File: src/rtl/irtx_pkg.sv
package irtx_pkg;

  // Slot index that follows `slot`, wrapping after `last_slot`.
  function automatic int unsigned slot_after(input int unsigned slot,
                                             input int unsigned last_slot);
    return (slot == last_slot) ? 0 : slot + 1;
  endfunction

  // Whether a slot of a bit period carries light, given the bit value.
  function automatic logic slot_lit(input int unsigned slot,
                                    input logic        data_bit,
                                    input int unsigned first_lit,
                                    input int unsigned lit_count);
    return (data_bit == 1'b0) && (slot >= first_lit) &&
           (slot < first_lit + lit_count);
  endfunction

  // Next value of a saturating run counter.
  function automatic int unsigned run_step(input int unsigned run,
                                           input int unsigned ceiling);
    return (run >= ceiling) ? ceiling : run + 1;
  endfunction

endpackage

File: src/rtl/irtx_phase_ctrl.sv
module irtx_phase_ctrl #(
  parameter int CYC_PER_BIT = 16,
  parameter int IDLE_BITS   = 10,
  parameter int PHASE_W     = $clog2(CYC_PER_BIT)
) (
  input  logic               clk,
  input  logic               rst_n,
  input  logic               bit_tick,
  input  logic               tx_bit,
  output logic               slot_valid,
  output logic [PHASE_W-1:0] slot,
  output logic               slot_bit,
  output logic               active,
  output logic               frame_start,
  output logic               idle_enter
);
  import irtx_pkg::*;

  localparam int ONES_W = (IDLE_BITS < 2) ? 1 : $clog2(IDLE_BITS);
  localparam logic [PHASE_W-1:0] LAST_SLOT  = PHASE_W'(CYC_PER_BIT - 1);
  localparam logic [PHASE_W-1:0] FIRST_STEP = PHASE_W'(1);
  localparam logic [ONES_W-1:0]  ONES_LIMIT = ONES_W'(IDLE_BITS - 1);

  logic               active_q;
  logic [PHASE_W-1:0] next_slot_q;
  logic               bit_q;
  logic [ONES_W-1:0]  ones_q;
  logic               at_boundary;
  logic [PHASE_W-1:0] slot_inc;

  assign frame_start = bit_tick & ~active_q & ~tx_bit;
  assign at_boundary = bit_tick & active_q & (next_slot_q == '0);
  assign slot_valid  = frame_start | (bit_tick & active_q);
  assign slot        = active_q ? next_slot_q : '0;
  assign slot_bit    = (frame_start | at_boundary) ? tx_bit : bit_q;
  assign idle_enter  = at_boundary & tx_bit & (ones_q == ONES_LIMIT);
  assign active      = active_q;
  assign slot_inc    = PHASE_W'(slot_after(int'(next_slot_q), int'(LAST_SLOT)));

  always_ff @(posedge clk or negedge rst_n) begin
    if (!rst_n) begin
      active_q    <= 1'b0;
      next_slot_q <= '0;
      bit_q       <= 1'b1;
      ones_q      <= '0;
    end else if (frame_start) begin
      active_q    <= 1'b1;
      next_slot_q <= FIRST_STEP;
      bit_q       <= 1'b0;
      ones_q      <= '0;
    end else if (at_boundary) begin
      bit_q <= tx_bit;
      if (idle_enter) begin
        active_q    <= 1'b0;
        next_slot_q <= '0;
        ones_q      <= '0;
      end else begin
        next_slot_q <= FIRST_STEP;
        ones_q      <= tx_bit ? ones_q + 1'b1 : '0;
      end
    end else if (bit_tick && active_q) begin
      next_slot_q <= slot_inc;
    end
  end

endmodule

File: src/rtl/irtx_shaper.sv
module irtx_shaper #(
  parameter int CYC_PER_BIT = 16,
  parameter int PULSE_SLOT  = 7,
  parameter int PULSE_SLOTS = 3,
  parameter int PHASE_W     = $clog2(CYC_PER_BIT)
) (
  input  logic               clk,
  input  logic               rst_n,
  input  logic               slot_valid,
  input  logic [PHASE_W-1:0] slot,
  input  logic               slot_bit,
  output logic               pulse_q,
  output logic               pulse_rise
);
  import irtx_pkg::*;

  logic lit_now;

  assign lit_now    = slot_lit(int'(slot), slot_bit, PULSE_SLOT, PULSE_SLOTS);
  assign pulse_rise = slot_valid & lit_now & ~pulse_q;

  always_ff @(posedge clk or negedge rst_n) begin
    if (!rst_n) begin
      pulse_q <= 1'b0;
    end else if (slot_valid) begin
      pulse_q <= lit_now;
    end
  end

endmodule

File: src/rtl/irtx_width_limiter.sv
module irtx_width_limiter #(
  parameter int MAX_HIGH_CLKS = 1000
) (
  input  logic clk,
  input  logic rst_n,
  input  logic pulse_in,
  output logic out_q,
  output logic clip_event
);
  import irtx_pkg::*;

  localparam int HC_W = $clog2(MAX_HIGH_CLKS + 1);
  localparam logic [HC_W-1:0] HC_MAX = HC_W'(MAX_HIGH_CLKS);

  logic [HC_W-1:0] high_cnt_q;
  logic            clipped_q;
  logic            at_limit;

  assign at_limit   = out_q & (high_cnt_q == HC_MAX);
  assign clip_event = pulse_in & ~clipped_q & at_limit;

  always_ff @(posedge clk or negedge rst_n) begin
    if (!rst_n) begin
      out_q      <= 1'b0;
      high_cnt_q <= '0;
      clipped_q  <= 1'b0;
    end else if (!pulse_in) begin
      out_q      <= 1'b0;
      high_cnt_q <= '0;
      clipped_q  <= 1'b0;
    end else if (clipped_q) begin
      out_q <= 1'b0;
    end else if (at_limit) begin
      out_q     <= 1'b0;
      clipped_q <= 1'b1;
    end else begin
      out_q      <= 1'b1;
      high_cnt_q <= HC_W'(run_step(int'(high_cnt_q), MAX_HIGH_CLKS));
    end
  end

endmodule

File: src/rtl/irtx_pulse_encoder.sv
module irtx_pulse_encoder #(
  parameter int CYC_PER_BIT   = 16,
  parameter int PULSE_SLOT    = 7,
  parameter int PULSE_SLOTS   = 3,
  parameter int MAX_HIGH_CLKS = 1000,
  parameter int IDLE_BITS     = 10
) (
  input  logic clk,
  input  logic rst_n,
  input  logic bit_tick,
  input  logic tx_bit,
  output logic ir_out
);
  localparam int PHASE_W = $clog2(CYC_PER_BIT);

  logic               ctl_slot_valid;
  logic [PHASE_W-1:0] ctl_slot;
  logic               ctl_slot_bit;
  logic               ctl_active;
  logic               ctl_frame_start;
  logic               ctl_idle_enter;
  logic               shp_pulse_q;
  logic               shp_pulse_rise;
  logic               lim_clip_event;

  irtx_phase_ctrl #(
    .CYC_PER_BIT(CYC_PER_BIT),
    .IDLE_BITS  (IDLE_BITS),
    .PHASE_W    (PHASE_W)
  ) u_ctrl (
    .clk        (clk),
    .rst_n      (rst_n),
    .bit_tick   (bit_tick),
    .tx_bit     (tx_bit),
    .slot_valid (ctl_slot_valid),
    .slot       (ctl_slot),
    .slot_bit   (ctl_slot_bit),
    .active     (ctl_active),
    .frame_start(ctl_frame_start),
    .idle_enter (ctl_idle_enter)
  );

  irtx_shaper #(
    .CYC_PER_BIT(CYC_PER_BIT),
    .PULSE_SLOT (PULSE_SLOT),
    .PULSE_SLOTS(PULSE_SLOTS),
    .PHASE_W    (PHASE_W)
  ) u_shaper (
    .clk       (clk),
    .rst_n     (rst_n),
    .slot_valid(ctl_slot_valid),
    .slot      (ctl_slot),
    .slot_bit  (ctl_slot_bit),
    .pulse_q   (shp_pulse_q),
    .pulse_rise(shp_pulse_rise)
  );

  irtx_width_limiter #(
    .MAX_HIGH_CLKS(MAX_HIGH_CLKS)
  ) u_limiter (
    .clk       (clk),
    .rst_n     (rst_n),
    .pulse_in  (shp_pulse_q),
    .out_q     (ir_out),
    .clip_event(lim_clip_event)
  );

endmodule

File: config.mk
export PLATFORM = sky130hd
export DESIGN_NAME = irtx_pulse_encoder
export DESIGN_NICKNAME = d
export VERILOG_FILES = /design/src/rtl/irtx_pkg.sv /design/src/rtl/irtx_phase_ctrl.sv /design/src/rtl/irtx_shaper.sv /design/src/rtl/irtx_width_limiter.sv /design/src/rtl/irtx_pulse_encoder.sv
export SDC_FILE = /design/constraint.sdc
export NUM_CORES = 1
export LEC_CHECK = 0
export BUFFER_PORTS_ARGS = -buffer_cell sky130_fd_sc_hd__buf_2
export CAP_MARGIN = 20
export CORE_AREA = 2 2 58 87
export DETAILED_ROUTE_END_ITERATION = 7
export DIE_AREA = 0 0 60 89
export PLACE_DENSITY_LB_ADDON = 0.08
export SLEW_MARGIN = 5
export SYNTH_ARGS = -nofsm -noshare
export SYNTH_HDL_FRONTEND = slang
export SYNTH_SLANG_ARGS = --single-unit
File: constraint.sdc
create_clock -name clk -period 4.6 [get_ports clk]
set_input_delay 1.38 -clock clk [delete_from_list [all_inputs] [get_ports clk]]
set_output_delay 1.38 -clock clk [all_outputs]
set_load 0.02 [all_outputs]
==> flow_results.org <==
** Job
- Number of maximum-capacitance violations :: 0

** Timing
- Between clock sinks in the finished design, the worst skew comes to roughly 0.0098 ns.
- Count of endpoints failing setup in the final report :: 0
- Worst slew margin :: 63.3%
- Minimum clock period :: between 2 and 2.5 ns
- Hold violation count in the final report :: 0
- Total negative slack :: 0 ns
- Slew at the pin closest to its max-slew limit :: roughly 0.55 ns
- Setup repair after global routing left no endpoint under its margin.
- Static timing analysis puts the maximum clock frequency at 444 MHz.
- The final count of pins violating max slew is 0.
- Period utilization :: between 40% and 50%
- Hold slack :: 0.517 ns

** Global routing
- The number of antenna violations at the first check in global routing was 0.
- The first global-routing pass estimated 4840 um of wire.
- Via count of the first global-routing pass :: 1013
- All-Layer GR Usage :: 12.1%
- Pin count of the biggest net entering global routing :: 24
- For this run the aggregate overflow at the end of global routing stands at 0.

** Placement
- Gpl congestion :: 0.855
- Detail Placement HPWL :: 2000 um
- Buffers placed on the I/O ports in this run total 4.
- Number of cells after detailed placement :: 195

** Floorplan
- The die covers 5340 um^2.
- Starting utilization of the core area :: slightly below 30%
- In this run the horizontal extent of the chip is approximately 60 um.
- From bottom edge to top edge, the die measures 89 um.
- After floorplanning, the core was sized to cover between 4000 and 5000 um^2.
- During I/O placement, the number of pins put on the boundary was 5.
- In this run the core area contains 30 standard-cell rows.

** Worst setup path
- The largest single stage delay on the critical path is 0.42 ns.
- The worst setup path is launched from a register.
- The worst setup path is captured at an output port.
- Data arrives at the worst endpoint at between 0.8 and 0.9 ns.
- At the worst endpoint, the required time is 3.22 ns.
- Slowest stage cell on the critical path :: sky130_fd_sc_hd__dfrtp_1
- Along the worst path, the maximum fanout reaches 2.
- The worst setup path is of the register to output port kind.
- Kind of cell adding the most delay to the critical path :: flip-flops
- Buf+Inv Stages, Crit Path :: 1
- Flop-to-flop setup slack :: about 2.9 ns
- Crit-path cells :: buf_2

** CTS
- Number of buffers inserted by hold repair at cts :: 0
- Clock root buffer :: sky130_fd_sc_hd__clkbuf_8
- Number of post-CTS setup repair buffers :: 0
- The later pin in the worst-skew pair is clocked with a latency of 0.27 ns.
- Reg clk slew, reported paths :: 0.09 ns
- TritonCTS sink count :: 23
- TritonCTS clock tree :: yes
- In this run the number of H-tree levels came out at 1.
- Number of gates given a new drive strength after cts :: 0
- The longest clock path from root to sink contains 2 buffers.
- Clock tree synthesis inserted a total of 3 buffers.

** Synth
- The Yosys step of the flow raised 0 warnings.
- Cell Area, Synth :: 1310 um^2
- Counting flops with an async set or reset pin after synthesis yields a share of 100%.
- Sequential area share after synthesis :: a little over two fifths
- In this run the mean area of a mapped cell was ~10 um^2.
- Library cells used by synthesis :: between 40 and 50
- Count of flip-flops with a built-in enable after synthesis :: 0
- After technology mapping, the gate count stands at 131.
- The number of nets in the synthesized netlist is between 100 and 150.
- Among all flip-flop cells after synthesis, the most frequent one is sky130_fd_sc_hd__dfrtp_1.
- After synthesis the netlist holds a flip-flop and latch count of 23.

** Power
- For this design the ratio of total power to cell area is around 430 nW/um^2.
- Worst supply voltage drop on vdd :: roughly 0.19 mV
- Power consumption :: 0.612 mW
- For this design the static power due to leakage is about 0.63 nW.

** Route
- Wire length per cell :: 13.8 um
- For this run, design rule violations remaining after detail routing come to 0.
- Final WL :: between 2000 and 3000 um
- Vias per cell :: 4.99
- Summing over every cut layer, the via total after detailed routing is 994.
- Number of iterations in the first detailed-routing pass :: 4
- Count of routing violations after the opening detailed-route iteration :: 47
- Antenna-violating nets left :: 0

** Cells and area
- After the flow finishes, the layout carries non-filler instances totaling 199.
- Layout cell share with drive strength beyond 1 :: about an eighth
- The top cell types in the final layout, fill and taps aside, are sky130_fd_sc_hd__dfrtp_1, sky130_fd_sc_hd__nand2_1, sky130_fd_sc_hd__inv_1.
- Fin nets :: roughly 150
- Most frequent standard cell in the layout excluding fill and tap cells :: sky130_fd_sc_hd__dfrtp_1
- At the end of the flow the core is filled with cells to a little under a third.
- Compared with the post-synthesis result, the final layout area differs by 9.24%.
- 0 antenna diodes ended up in the layout.

** Outcome
- Run status :: finished, final reports clean

** Worst hold path
- The tightest min-delay check is of the register to register type.
final timing paths:
check	from	end	cells after the start
worst max-delay path	u_limiter.out_q$_DFF_PN0_	ir_out	1
worst min-delay path	u_limiter.high_cnt_q[7]$_DFFE_PN0P_	u_limiter.high_cnt_q[7]$_DFFE_PN0P_	1
worst max register to register	u_ctrl.next_slot_q[0]$_DFFE_PN0P_	u_ctrl.ones_q[2]$_DFFE_PN0P_	6
worst min register to register	u_limiter.high_cnt_q[7]$_DFFE_PN0P_	u_limiter.high_cnt_q[7]$_DFFE_PN0P_	1
max in group asynchronous	rst_n	u_ctrl.ones_q[2]$_DFFE_PN0P_	1
min in group asynchronous	rst_n	u_limiter.out_q$_DFF_PN0_	1
cell families after synthesis:
group           count (synthesis)  synth area share [%]
xor+xnor                        1                 0.667
compound gates                 38                  22.3
simple gates                   47                  21.1
mux                             2                  1.52
fa+ha+maj                       6                  5.71
buf+inv                        14                  4.76
flops                          23                  43.9
state kept, by name, summed over array words and instances, names as in the netlist:
signal,flops
u_ctrl.ones_q,4
u_ctrl.next_slot_q,4
u_ctrl.bit_q,1
u_limiter.out_q,1
u_limiter.high_cnt_q,10
u_shaper.pulse_q,1
u_ctrl.active,1
u_limiter.clipped_q,1
per-layer routing:
layer / global-route usage [%] / part of all wire [%]
met1: 14.3 / 43
met2: 20.7 / 52
met3: 1.74 / 1.9
met4: 6.67 / 2.5
met5: 0 / 0
cells in the mapped netlist (2+ instances only):
master / n / share of area (%)
sky130_fd_sc_hd__dfrtp_1: 22 / 42
sky130_fd_sc_hd__nand2_1: 17 / 4.9
sky130_fd_sc_hd__inv_1: 10 / 2.9
sky130_fd_sc_hd__o21ai_0: 8 / 3.0
sky130_fd_sc_hd__a21oi_1: 6 / 2.3
sky130_fd_sc_hd__ha_1: 6 / 5.7
sky130_fd_sc_hd__nand3_1: 6 / 2.3
sky130_fd_sc_hd__and3_1: 4 / 1.9
sky130_fd_sc_hd__nand4_1: 3 / 1.4
sky130_fd_sc_hd__o211ai_1: 3 / 1.7
sky130_fd_sc_hd__a21o_1: 2 / 1.1
sky130_fd_sc_hd__a22o_1: 2 / 1.3
sky130_fd_sc_hd__a31oi_1: 2 / 0.95
sky130_fd_sc_hd__a32oi_1: 2 / 1.3
sky130_fd_sc_hd__and4_2: 2 / 1.5
sky130_fd_sc_hd__mux2i_1: 2 / 1.5
sky130_fd_sc_hd__nand2b_1: 2 / 0.95
sky130_fd_sc_hd__nor2_1: 2 / 0.57
sky130_fd_sc_hd__nor3b_1: 2 / 1.1
sky130_fd_sc_hd__o22ai_1: 2 / 0.95
metrics by stage:
step / area (um^2) / worst slack [ns]
after global placement: 1390 / 2.28
after floorplan: 1310 / 2.28
after global routing: 1440 / 2.28
after CTS: 1440 / 2.32
final: 1440 / 2.35
after detailed placement: 1390 / 2.28
where the power goes:
group          internal (mW)  switching, mW  leakage [nW]
clock network         0.0607         0.0699        0.0255
registers              0.249         0.0652         0.302
logic                 0.0775         0.0905         0.304
layout make-up:
class / count / area, um^2
clock buffers: 3 / 41.3
clock inverters: 1 / 5.00
fillers: 489 / 3110
inverters: 10 / 37.5
multi-input cells: 94 / 674
flip-flops and latches: 23 / 577
well taps: 64 / 80.1
repair buffers: 4 / 20.0
No activity file was read; power rests on OpenSTA's default activity.
